===== src/rtl/conv_sched_pkg.sv =====
package conv_sched_pkg;

  localparam logic [2:0] RATE_ONE_SEC = 3'd4;
  localparam logic [1:0] RES_FINEST   = 2'd3;

  // Period in ticks: base is the tick count of the shortest period.
  function automatic int unsigned period_ticks(input logic [2:0] code,
                                               input int unsigned base);
    case (code)
      3'd0:    return base * 512;
      3'd1:    return base * 256;
      3'd2:    return base * 128;
      3'd3:    return base * 32;
      3'd5:    return base * 2;
      3'd6:    return base;
      default: return base * 8;
    endcase
  endfunction

  // Conversion length in ticks, doubling per extra bit of resolution.
  function automatic int unsigned conv_ticks(input logic [1:0] res,
                                             input int unsigned base);
    case (res)
      2'd0:    return base;
      2'd1:    return base * 2;
      2'd2:    return base * 4;
      default: return base * 16;
    endcase
  endfunction

  // LSB weight in sixteenths of a degree.
  function automatic logic [4:0] lsb_q4(input logic [1:0] res);
    case (res)
      2'd0:    return 5'd16;
      2'd1:    return 5'd8;
      2'd2:    return 5'd4;
      default: return 5'd1;
    endcase
  endfunction

endpackage


===== src/rtl/sched_cfg_regs.sv =====
module sched_cfg_regs
  import conv_sched_pkg::*;
(
  input  logic       clk,
  input  logic       rst_n,
  input  logic       cfg_wr,
  input  logic       cfg_shdn,
  input  logic [2:0] cfg_rate,
  input  logic [1:0] cfg_res,
  output logic       shut_dn,
  output logic [2:0] rate_cur,
  output logic [1:0] res_cur
);

  always_ff @(posedge clk or negedge rst_n) begin
    if (!rst_n) begin
      shut_dn  <= 1'b0;
      rate_cur <= RATE_ONE_SEC;
      res_cur  <= RES_FINEST;
    end else if (cfg_wr) begin
      shut_dn <= cfg_shdn;
      res_cur <= cfg_res;
      // Staying enabled across a write forces the one-second period.
      if (!shut_dn && !cfg_shdn) rate_cur <= RATE_ONE_SEC;
      else                       rate_cur <= cfg_rate;
    end
  end

endmodule


===== src/rtl/sched_period_timer.sv =====
module sched_period_timer #(
  parameter int PW = 16
) (
  input  logic          clk,
  input  logic          rst_n,
  input  logic          tick,
  input  logic          run,
  input  logic          restart,
  input  logic [PW-1:0] period,
  output logic          boundary
);

  logic [PW-1:0] pcnt;

  assign boundary = tick && run && !restart && (pcnt == '0);

  always_ff @(posedge clk or negedge rst_n) begin
    if (!rst_n) begin
      pcnt <= '0;
    end else if (restart || !run) begin
      pcnt <= '0;
    end else if (tick) begin
      if (pcnt >= period - PW'(1)) pcnt <= '0;
      else                         pcnt <= pcnt + PW'(1);
    end
  end

endmodule


===== src/rtl/sched_conv_timer.sv =====
module sched_conv_timer #(
  parameter int LW = 7
) (
  input  logic          clk,
  input  logic          rst_n,
  input  logic          tick,
  input  logic          start_req,
  input  logic [LW-1:0] len_in,
  output logic          busy,
  output logic          done,
  output logic          start_acc,
  output logic [LW-1:0] len_cur
);

  logic [LW-1:0] ccnt;

  assign start_acc = start_req && !busy;

  always_ff @(posedge clk or negedge rst_n) begin
    if (!rst_n) begin
      busy    <= 1'b0;
      done    <= 1'b0;
      ccnt    <= '0;
      len_cur <= '0;
    end else begin
      done <= 1'b0;
      if (start_acc) begin
        busy    <= 1'b1;
        ccnt    <= '0;
        len_cur <= len_in;
      end else if (busy && tick) begin
        if (ccnt == len_cur - LW'(1)) begin
          busy <= 1'b0;
          done <= 1'b1;
        end else begin
          ccnt <= ccnt + LW'(1);
        end
      end
    end
  end

endmodule


===== src/rtl/conv_sched.sv =====
module conv_sched
  import conv_sched_pkg::*;
#(
  parameter int BASE_TICKS = 100,
  parameter int CONV_BASE  = 7
) (
  input  logic       clk,
  input  logic       rst_n,
  input  logic       tick,
  input  logic       cfg_wr,
  input  logic       cfg_shdn,
  input  logic [2:0] cfg_rate,
  input  logic [1:0] cfg_res,
  input  logic       oneshot_req,
  output logic       conv_busy,
  output logic       conv_done,
  output logic [4:0] lsb_weight
);

  localparam int PW = $clog2(BASE_TICKS * 512 + 1);
  localparam int LW = $clog2(CONV_BASE * 16 + 1);

  logic          shut_dn;
  logic [2:0]    rate_cur;
  logic [1:0]    res_cur;
  logic [PW-1:0] period_len;
  logic [LW-1:0] conv_len_sel;
  logic [LW-1:0] conv_len;
  logic          period_boundary;
  logic          oneshot_go;
  logic          conv_start_req;
  logic          conv_start_acc;

  sched_cfg_regs u_cfg (
    .clk      (clk),
    .rst_n    (rst_n),
    .cfg_wr   (cfg_wr),
    .cfg_shdn (cfg_shdn),
    .cfg_rate (cfg_rate),
    .cfg_res  (cfg_res),
    .shut_dn  (shut_dn),
    .rate_cur (rate_cur),
    .res_cur  (res_cur)
  );

  assign period_len   = PW'(period_ticks(rate_cur, BASE_TICKS));
  assign conv_len_sel = LW'(conv_ticks(res_cur, CONV_BASE));
  assign lsb_weight   = lsb_q4(res_cur);

  sched_period_timer #(.PW(PW)) u_period (
    .clk      (clk),
    .rst_n    (rst_n),
    .tick     (tick),
    .run      (!shut_dn),
    .restart  (cfg_wr),
    .period   (period_len),
    .boundary (period_boundary)
  );

  assign oneshot_go     = oneshot_req && shut_dn && !cfg_wr;
  assign conv_start_req = period_boundary || oneshot_go;

  sched_conv_timer #(.LW(LW)) u_conv (
    .clk       (clk),
    .rst_n     (rst_n),
    .tick      (tick),
    .start_req (conv_start_req),
    .len_in    (conv_len_sel),
    .busy      (conv_busy),
    .done      (conv_done),
    .start_acc (conv_start_acc),
    .len_cur   (conv_len)
  );

endmodule


===== config.mk =====
export PLATFORM = sky130hd
export DESIGN_NAME = conv_sched
export DESIGN_NICKNAME = d
export VERILOG_FILES = /design/src/rtl/conv_sched_pkg.sv /design/src/rtl/sched_cfg_regs.sv /design/src/rtl/sched_period_timer.sv /design/src/rtl/sched_conv_timer.sv /design/src/rtl/conv_sched.sv
export SDC_FILE = /design/constraint.sdc
export NUM_CORES = 1
export LEC_CHECK = 0
export BUFFER_PORTS_ARGS = -buffer_cell sky130_fd_sc_hd__clkbuf_2
export CAP_MARGIN = 15
export CORE_ASPECT_RATIO = 1.4
export CORE_MARGIN = 3
export CORE_UTILIZATION = 30
export CTS_CLUSTER_SIZE = 12
export DETAILED_ROUTE_END_ITERATION = 10
export RECOVER_POWER = 25
export SYNTH_ARGS = -nofsm -noshare
export SYNTH_HDL_FRONTEND = slang
export SYNTH_SLANG_ARGS = --single-unit

===== constraint.sdc =====
create_clock -name clk -period 6 [get_ports clk]
set_input_delay 0 -clock clk [delete_from_list [all_inputs] [get_ports clk]]
set_output_delay 0 -clock clk [all_outputs]
set_load 0.05 [all_outputs]

# Yosys cells after proc, flatten, opt, wreduce, memory -nomap -nowiden
# Cells that the tools add are included.
# classes
add_sub_neg	4
order_cmp	1
n_eq_ne	9
muxes	16
reduce_logical	22
# ops
op	count
$pmux 16 s6	1
$mux 16	3
$mux 7	3
$pmux 7 s3	1
$add 16x1->16 const B	1
$ge 16x16->1	1
$logic_not 16->1	1
$sub 16x1->16 const B	1
$pmux 5 s3	1
$logic_and 1x1->1	8
$add 7x1->7 const B	1
$eq 7x7->1	1
$sub 7x1->7 const B	1
$eq 3x2->1 const B	2
$eq 3x3->1 const B	2
$mux 1	6
$reduce_bool 2->1	3
$logic_not 1->1	4
$reduce_and 2->1	2
$eq 3x1->1 const B	1
$logic_not 3->1	1
$mux 3	1
$eq 2x1->1 const B	1
$eq 2x2->1 const B	1
3 further kinds	4
# word_totals
regBits	38
output_inout_bits	7
wordCells	60

# Depth between registers and ports, before layout
# Gate-level depths: netlist of run 1.
# depth
ltp_word	8
ltp_mapped	19

# By module
# A second synthesis of run 1 with hierarchy kept.
# hier_totals
hier_cells	351
hier_area_um2	3203.1
# modules_own_cells
module	n_inst	cells_each	area_each_um2	seq_area_each_um2
sched_period_timer	1	187	1714.1	400.4
sched_conv_timer	1	108	996.0	400.4
sched_cfg_regs	1	19	256.5	153.9
conv_sched	1	37	236.5	0.0

# Worst setup path after synthesis of run 1
# Ideal clock, no wire load.
# synth_timing
path_type	reg-to-reg
start	register u_cfg.rate_cur[1]
end	register u_period.pcnt[12]
setup_ns	0.116
arrival_time_ns	3.969
t_required_ns	5.884
slack_ns	1.915
path_stages_with_launch	19
path_buffers	2
synth_period_minus_slack_ns	4.085
path_cell_list	dfrtp_1 -> clkbuf_1 -> inv_1 -> nor2_1 -> nand2_1 -> ha_1 -> o21ai_0 -> ha_1 -> nor2b_1 -> nand2b_1 -> a21o_1 -> and3_1 -> ha_1 -> a21o_1 -> a21o_1 -> a221o_1 -> a21o_1 -> clkbuf_1 -> o311ai_0
# synth_via
elab_chain_cells	7
word_cells_on_any_way	12
# synth_rtl
item	line	source
start, declared	sched_cfg_regs.sv:11	output logic [2:0] rate_cur,
start signal, assigned	sched_cfg_regs.sv:25	else rate_cur <= cfg_rate;
$eq 3x3->1, or another cell as far along	conv_sched_pkg.sv:9	case (code)
$pmux 16 s6 *	conv_sched_pkg.sv:9	
$sub 16x1->16 *	sched_period_timer.sv:23	if (pcnt >= period - PW'(1)) pcnt <= '0;
$ge 16x16->1 *	sched_period_timer.sv:23	
$mux 16 *	sched_period_timer.sv:23	
$mux 16 *	sched_period_timer.sv:22	end else if (tick) begin
$mux 16 *	sched_period_timer.sv:20	end else if (restart || !run) begin
end signal, assigned	sched_period_timer.sv:24	else pcnt <= pcnt + PW'(1);
end, declared	sched_period_timer.sv:13	logic [PW-1:0] pcnt;
# Every way passes the cells marked *; elsewhere a longest branch is shown, timed or not. The select of a mux whose other input is x is not followed.
# A chain may end at the register's enable or synchronous reset.

# Worst setup path after layout of run 1
# layout_timing
start	register u_cfg.rate_cur[1]
end	register u_period.pcnt[7]
# The elaborated chain is that of the path after synthesis.

==> results summary, run 1 <==
VDD sags by at most roughly 0.00018 V. The overall track demand over capacity in global routing is around an eighth. The die covers 10100 um^2. The worst clock skew is 0.00260 ns. The net count of the finished layout is 363. The post-synthesis cell area came out at 2670 um^2. The I/O pin count came out at 18. The clock input transition at the sequential cells of the worst setup and hold paths came out at 0.05 ns. The core outline area came out at 8610 um^2. The count of final max-slew check failures came out at 38. TritonCTS built the clock tree. The wire length reported by the detailed router is between 6000 and 7000 um. The H-tree depth is 2. The async set-or-reset flop fraction in the synthesized netlist is 100%. The share of post-route cells with drive strength above 1 is roughly 8.9%.

In this run the vertical extent of the chip is between 100 and 150 um. The count of buffers added by post-CTS timing repair for setup is 0. The endpoint identified for the worst register-to-register timing path is u_period.pcnt[7]. For this run, the leading register cell type out of synthesis is dfrtp_1. The repair_antennas step left the layout with diodes totalling 0. The remaining antenna violation count after routing came out at 0. The worst setup path is captured at a register. The number of cells on the worst reg-to-reg path is 17. The transition at the pin with the smallest max-transition slack came out at 2.05 ns.

The total overflow reported by the global router is 0. The required time of the critical path is just over 6 ns. The number of distinct standard cells referenced by the synthesized netlist is 51.

The leakage component of the power came out at about 1.4 nW. The gate count of the mapped netlist is 306. The initialized floorplan defines 40 standard-cell rows. The x dimension of the die came out at roughly 86 um. The tree is rooted in a clkbuf_16. The DRC violations left came out at 0. The synthesized design contains 0 enable-type register cells. The largest net degree at the start of global routing is 38.

The max-cap violation count is 1. The sequential fraction of the synthesis area came out at about a third. The synthesized netlist net count came out at ~340.

The class of the tightest hold or removal check is in -> reg. For this block, wires on met1 add up to around 2600 um. The number of synthesis warnings came out at 0. For flop-to-flop paths, the worst setup slack is roughly 1.6 ns. Setup slack closes at ~1.6 ns. After detailed routing, the met2 layer carries about 3200 um of wire. The highest fanout seen on the critical path is 14. After detailed routing, the average wire length per cell comes to 13.9 um. The number of flip-flops and latches in the synthesized netlist is 37. Power spread over the standard cell area amounts to around 330 nW/um^2. For this configuration, the core starts out at a cell density of a little under a third. The beginning of the worst register-to-register path is u_cfg.rate_cur[1]. The final setup violation count is 0. The number of global-route vias before repair is 2200. The total clock buffers created by CTS came out at 5.

The setup slack at placement is 1.61 ns. The vias per cell is roughly 5.2. The first global-routing pass estimated between 10000 and 15000 um of wire.

The number of antenna violations at the first check in global routing came out at 0. The run finished, with violations left. The critical path launch point type is a register. The routability congestion estimate is ~0.86. The share of the cycle needed by the critical path after routing came out at 73.5%. The port buffer count came out at 16. For this run, the top clock speed supported by timing is between 200 and 250 MHz. The count of final hold-check violations is 0. In this run the tightest slew margin relative to its limit is -36.7%.

Summing internal, switching and leakage power gives between 1 and 1.5 mW. The number of iterations in the first detailed-routing pass is 4. After detailed routing, no signal wire sits above met4. The routed layout has about 2200 vias. The clock sink count came out at 37. Wire segments on met3 add up to 164 um in the final route. The startpoint-to-endpoint class of the critical path is reg -> reg. At the worst endpoint, the arrival time is 4.62 ns. The starting DRC count in detailed routing is roughly 120. The beginning of the worst hold path is cfg_wr.

The critical path starts at u_cfg.rate_cur[1]. The synthesis-to-layout area growth is 13.9%. The final total negative setup slack came out at 0 ns. Clock latency on the worst-skew pair, taken at its later pin, is 0.28 ns. The half-perimeter wire length after placement came out at between 4000 and 5000 um. The final reports fail on max-capacitance violations, max-slew violations. Setup repair after global routing left no endpoint under its margin. The number of cells on the worst hold path came out at 2. The final critical delay including setup and external delays came out at 4.41 ns. The average size of a mapped cell is between 8 and 9 um^2.

The maximum clock insertion buffer count came out at 2. For hold timing, the worst endpoint is u_cfg.rate_cur[2].
-- cells by family (layout without fill, tap and decap cells) --
| logic type | Yosys count | after routing | synth area share (%) |
|---|---|---|---|
| simple gates | 124 | 124 | 23.2 |
| buf+inv | 25 | 46 | 3.94 |
| fa+ha+maj | 26 | 26 | 12.2 |
| other cells | 1 | 1 | 0.141 |
| mux | 1 | 1 | 0.422 |
| flops | 37 | 37 | 34.9 |
| compound gates | 78 | 78 | 20.7 |
| xor+xnor | 14 | 14 | 4.60 |
-- power by group --
group | internal, mW | switching, mW
Clock | 0.152 | 0.0977
Sequential | 0.297 | 0.0800
Combinational | 0.155 | 0.219
-- metal layers --
layer | track usage, % | vias to the layer above
met5 | 0 | -
met4 | 2.67 | 0
met3 | 1.89 | 9
met2 | 23.0 | 37
met1 | 15.0 | 1056
li1 | - | 1136
-- layout make-up --
class | count | area, um^2
clock buffers | 6 | 129
multi-input cells | 244 | 1630
inverters | 14 | 52.6
flip-flops and latches | 37 | 930
clock inverters | 2 | 10.0
repair buffers | 24 | 154
well taps | 105 | 131
fillers | 915 | 5570
-- cell usage in the layout (no fill, tap or decap), drive strengths merged, types with 3 or more instances in the layout --
cell         count
nor2b            4
nand2           43
o21ai           27
a21o             8
a211oi           3
nand3           16
xor2             4
clkbuf          22
nor3             8
nor2            19
dlygate4sd3      7
o31ai            3
nand2b           7
nor4             4
a21oi            9
xnor2           10
dfstp            3
inv             14
ha              26
o211ai           5
a221o            3
and3             6
dfrtp           34
or3              5
-- registers in the layout (all words and copies together) (netlist names) --
signal	flops
u_cfg.shut_dn	1
u_cfg.rate_cur	3
u_period.pcnt	16
u_conv.busy	1
u_conv.done	1
u_conv.ccnt	7
u_cfg.res_cur	2
u_conv.len_cur	6
-- repair_timing --
item | CTS | global route
hold buffers | 7 | 0
endpoints found under the hold margin | 40 | 0
endpoints found under the setup margin | 0 | 0
gates resized for setup | 0 | 0
-- synth_stat cells, drive strengths merged (3+ instances only) --
cell type | n | area [um^2]
a211oi | 3 | 22.5
xnor2 | 10 | 87.6
dfrtp | 34 | 851
xor2 | 4 | 35.0
inv | 14 | 52.6
o211ai | 5 | 37.5
a21oi | 9 | 48.8
clkbuf | 8 | 30.0
buf | 3 | 22.5
ha | 26 | 325
nor3 | 8 | 56.3
o21ai | 27 | 135
nor2 | 19 | 71.3
a221o | 3 | 30.0
or3 | 5 | 31.3
a21o | 8 | 60.1
o31ai | 3 | 22.5
nand2 | 43 | 161
nand3 | 16 | 80.1
and3 | 6 | 37.5
nor4 | 4 | 25.0
nand2b | 7 | 43.8
dfstp | 3 | 78.8
nor2b | 4 | 25.0
-- through the flow --
stage	utilization [%]	instances	hold WS (ns)	instance area, um^2
final	35.3	432	0.0879	3040
after global routing	35.3	432	0.138	3040
after CTS	35.3	432	0.0874	3040
after detailed placement	32.9	417	0.205	2830
after global placement	32.9	417	0.191	2830
after floorplan	-	306	-0.296	2670
-- how the worst max path moves through the flow --
stage,end,slack [ns]
3_3_place_gp,u_period.pcnt[7],1.79
5_1_grt,u_period.pcnt[10],1.12
2_1_floorplan,u_period.pcnt[12],1.91
6_report,u_period.pcnt[7],1.59
3_5_place_dp,u_period.pcnt[7],1.61
4_1_cts,u_period.pcnt[7],1.60
-- worst max-delay path, stage by stage (launching register included) --
cell	delay, ns
dfrtp_1	0.50
inv_1	0.15
nor2_1	0.16
nand2_1	0.09
ha_1	0.33
o21ai_0	0.37
ha_1	0.27
nor2b_1	0.24
nand2b_1	0.08
a21o_1	0.17
and3_1	0.18
ha_1	0.29
a21o_1	0.16
a21o_1	0.17
a221o_1	0.38
a21o_1	0.34
or3_1	0.40
nand3_1	0.08
Note: power is estimated with default switching activity, not from simulation.
==> run 2, diff against run 1 <==
==> constraint.sdc (replaced) <==
create_clock -name clk -period 3.9 [get_ports clk]
set_input_delay 0 -clock clk [delete_from_list [all_inputs] [get_ports clk]]
set_output_delay 0 -clock clk [all_outputs]
set_load 0.05 [all_outputs]
==> run 2 against run 1 <==
Effect of this change: the flow still finishes with violations (max-capacitance violations, max-slew violations); fmax is 21% higher; die area unchanged; flip-flop and latch count is the same; total power rose by 57%; worst setup slack lost 1.3 ns; wire length is 3.9% higher; sequential share of layout area decreased by 0.82 points; core utilization grew 0.97 points; first-iteration DRC count shrank 29%; combinational power up 64%; critical path type unchanged; critical endpoint is now u_period.pcnt[6]; largest cell class unchanged.
==> results summary, run 2 (same netlist as run 1, synthesis figures left out) <==
The flow ran to the end, but the final reports show violations. The checks that failed: max-capacitance violations, max-slew violations. The count of inserted antenna diode cells came out at 0. The power per cell area came out at about 500 nW/um^2. The fill cell instance count of the final layout is about 900. The final critical delay including setup and external delays came out at about 3.7 ns. The tightest min-delay check is of the in -> reg type.

The largest net degree at the start of global routing is 38. The area of the die is 10100 um^2. The maximum clock insertion buffer count came out at 2. The cell area after placement came out at between 2000 and 3000 um^2. The leakage component of the power came out at between 1 and 1.5 nW. The multi-input gate area in the final layout came out at around 1700 um^2. The number of iterations in the first detailed-routing pass came out at 4. The count of final hold-check violations was 0.

The half-perimeter wire length after placement is 4670 um. Ranked by flip-flop count, first place goes to u_period.pcnt. The overall track demand over capacity in global routing came out at 13.2%. After detailed routing, the number of vias per cell comes to between 5 and 6. The total overflow reported by the global router is 0. The post-route netlist has 12.3% of its cells at a drive strength greater than 1. The worst hold slack across all endpoints came out at 0.0960 ns. The synthesis-to-layout area growth came out at 17.1%. Clock tree synthesis selected as its root buffer the cell clkbuf_16. The DRC violations left is 0. At the pin with the least slew margin, the transition time is 2.11 ns. The flip-flop count of the largest register after layout came out at 16. The floorplan die height is around 120 um. The final routed wire length divided by cell count is ~14 um.

The number of antenna violations at the first check in global routing came out at 0. The startpoint-to-endpoint class of the critical path is reg -> reg. The arrival time of data at the critical path endpoint came out at roughly 3.9 ns. The H-tree was split into 2 levels. The net count of the finished layout is 370. The share of the cycle needed by the critical path after routing is between 90% and 100%.

The peak ir drop on the vdd network came out at 0.000306 V. The clock input transition at the sequential cells of the worst setup and hold paths is approximately 0.06 ns. The floorplan has 40 rows. The final setup violation count is 0. The initial utilization of the core area, before any placement, comes to 31.0%.

The sequential standard cell area came out at between 900 and 1000 um^2. The worst clock skew came out at about 0.0065 ns. The wire length reported by the detailed router is ~6300 um. Of all nets on the critical path, the largest fanout is 13. The maximum frequency from static timing analysis is roughly 270 MHz. TritonCTS built the clock tree. The total area inside the core boundary comes to 8610 um^2. The library cells used most frequently in the layout, excluding fill and tap cells, are nand2_1 (43), dfrtp_1 (34), o21ai_0 (26). The port buffer count is 16.

The remaining antenna violation count after routing came out at 0. The number of global-route vias before repair is about 2300. The total non-filler cell area in the finished layout came out at ~3100 um^2. The count of vias placed by the detailed router came out at about 2300. STA classifies the critical path startpoint as a register. Headroom to the max-slew limit came out at -40.7%. The largest registers in the layout are u_period.pcnt (16), u_conv.ccnt (7), u_conv.len_cur (6).

The library cell used most frequently in the layout, excluding fill and tap cells, is nand2_1. The starting DRC count in detailed routing came out at 83. The clock sink count is 37. The routability congestion estimate is between 0.8 and 0.9.

The total clock buffers created by CTS is 5. The count of final max-slew check failures was 38. The x dimension of the die is around 86 um. Max-cap violations in this run came to 1. Clock latency on the worst-skew pair, taken at its later pin, is 0.28 ns. 18 I/O pins were placed. The worst setup path is captured at a register. At the worst endpoint, the required time is a little over 4 ns. The global-route wire length before repair is between 10000 and 15000 um.
[run 2: path summary, 6_finish.rpt]
kind | from | end | slack [ns] | cells after the start
worst max-delay path | u_cfg.rate_cur[1] | u_period.pcnt[6] | 0.25 | 17
worst min-delay path | cfg_wr | u_cfg.rate_cur[2] | 0.1 | 2
worst max register to register | u_cfg.rate_cur[1] | u_period.pcnt[6] | 0.25 | 17
worst min register to register | u_cfg.rate_cur[2] | u_cfg.rate_cur[2] | 0.51 | 2
max in group asynchronous | rst_n | u_conv.len_cur[0] | 1.82 | 2
min in group asynchronous | rst_n | u_conv.ccnt[3] | 0.88 | 2
[run 2: routing by layer]
metal  global-route usage (%)  share of wire [%]
met5                        0                  0
met3                     2.87                3.0
met1                     15.1                 42
met4                     3.66                1.2
met2                     24.2                 54
[run 2: final cells by class]
| class | count | area share, % |
|---|---|---|
| Inverter | 14 | 1.68 |
| Multi-Input combinational cell | 244 | 53.3 |
| Clock buffer | 6 | 4.13 |
| Tap cell | 105 | 4.21 |
| Timing Repair Buffer | 31 | 6.61 |
| Clock inverter | 2 | 0.321 |
| Sequential cell | 37 | 29.8 |
[run 2: through the flow]
step / std cells / utilization (%) / setup WS [ns] / setup TNS [ns] / power, mW
6_report: 439 / 36.3 / 0.246 / 0 / 1.57
5_1_grt: 439 / 36.3 / -0.00547 / -0.00547 / 1.69
4_1_cts: 437 / 35.8 / 0.0380 / 0 / 1.57
3_5_place_dp: 422 / 33.4 / 0.00201 / 0 / 1.18
3_3_place_gp: 422 / 33.4 / 0.133 / 0 / 1.15
2_1_floorplan: 306 / - / 0.0170 / 0 / 1.03
[run 2: where the power goes]
group | switching (mW) | internal (mW)
Clock | 0.149 | 0.234
Sequential | 0.115 | 0.457
Combinational | 0.362 | 0.252
[run 2: what timing repair did]
action,4_1_cts,5_1_grt
endpoints found under the hold margin,40,0
pin swaps,0,3
hold buffers,7,0
endpoints found under the setup margin,1,13
setup buffers,0,2
resized for setup,1,6
[run 2: critical path, stage by stage (launching register included)]
cell and delay, ns:
dfrtp_1 0.34, inv_1 0.07, nor2_2 0.13, nand2_1 0.09, ha_1 0.22, o21ai_2 0.19
ha_2 0.23, nor2b_4 0.17, nand2b_1 0.06, a21o_1 0.17, and3_1 0.17, ha_1 0.29
a21o_1 0.17, a21o_1 0.17, a221o_1 0.39, a21o_4 0.28, or3_1 0.35, o21ai_0 0.08
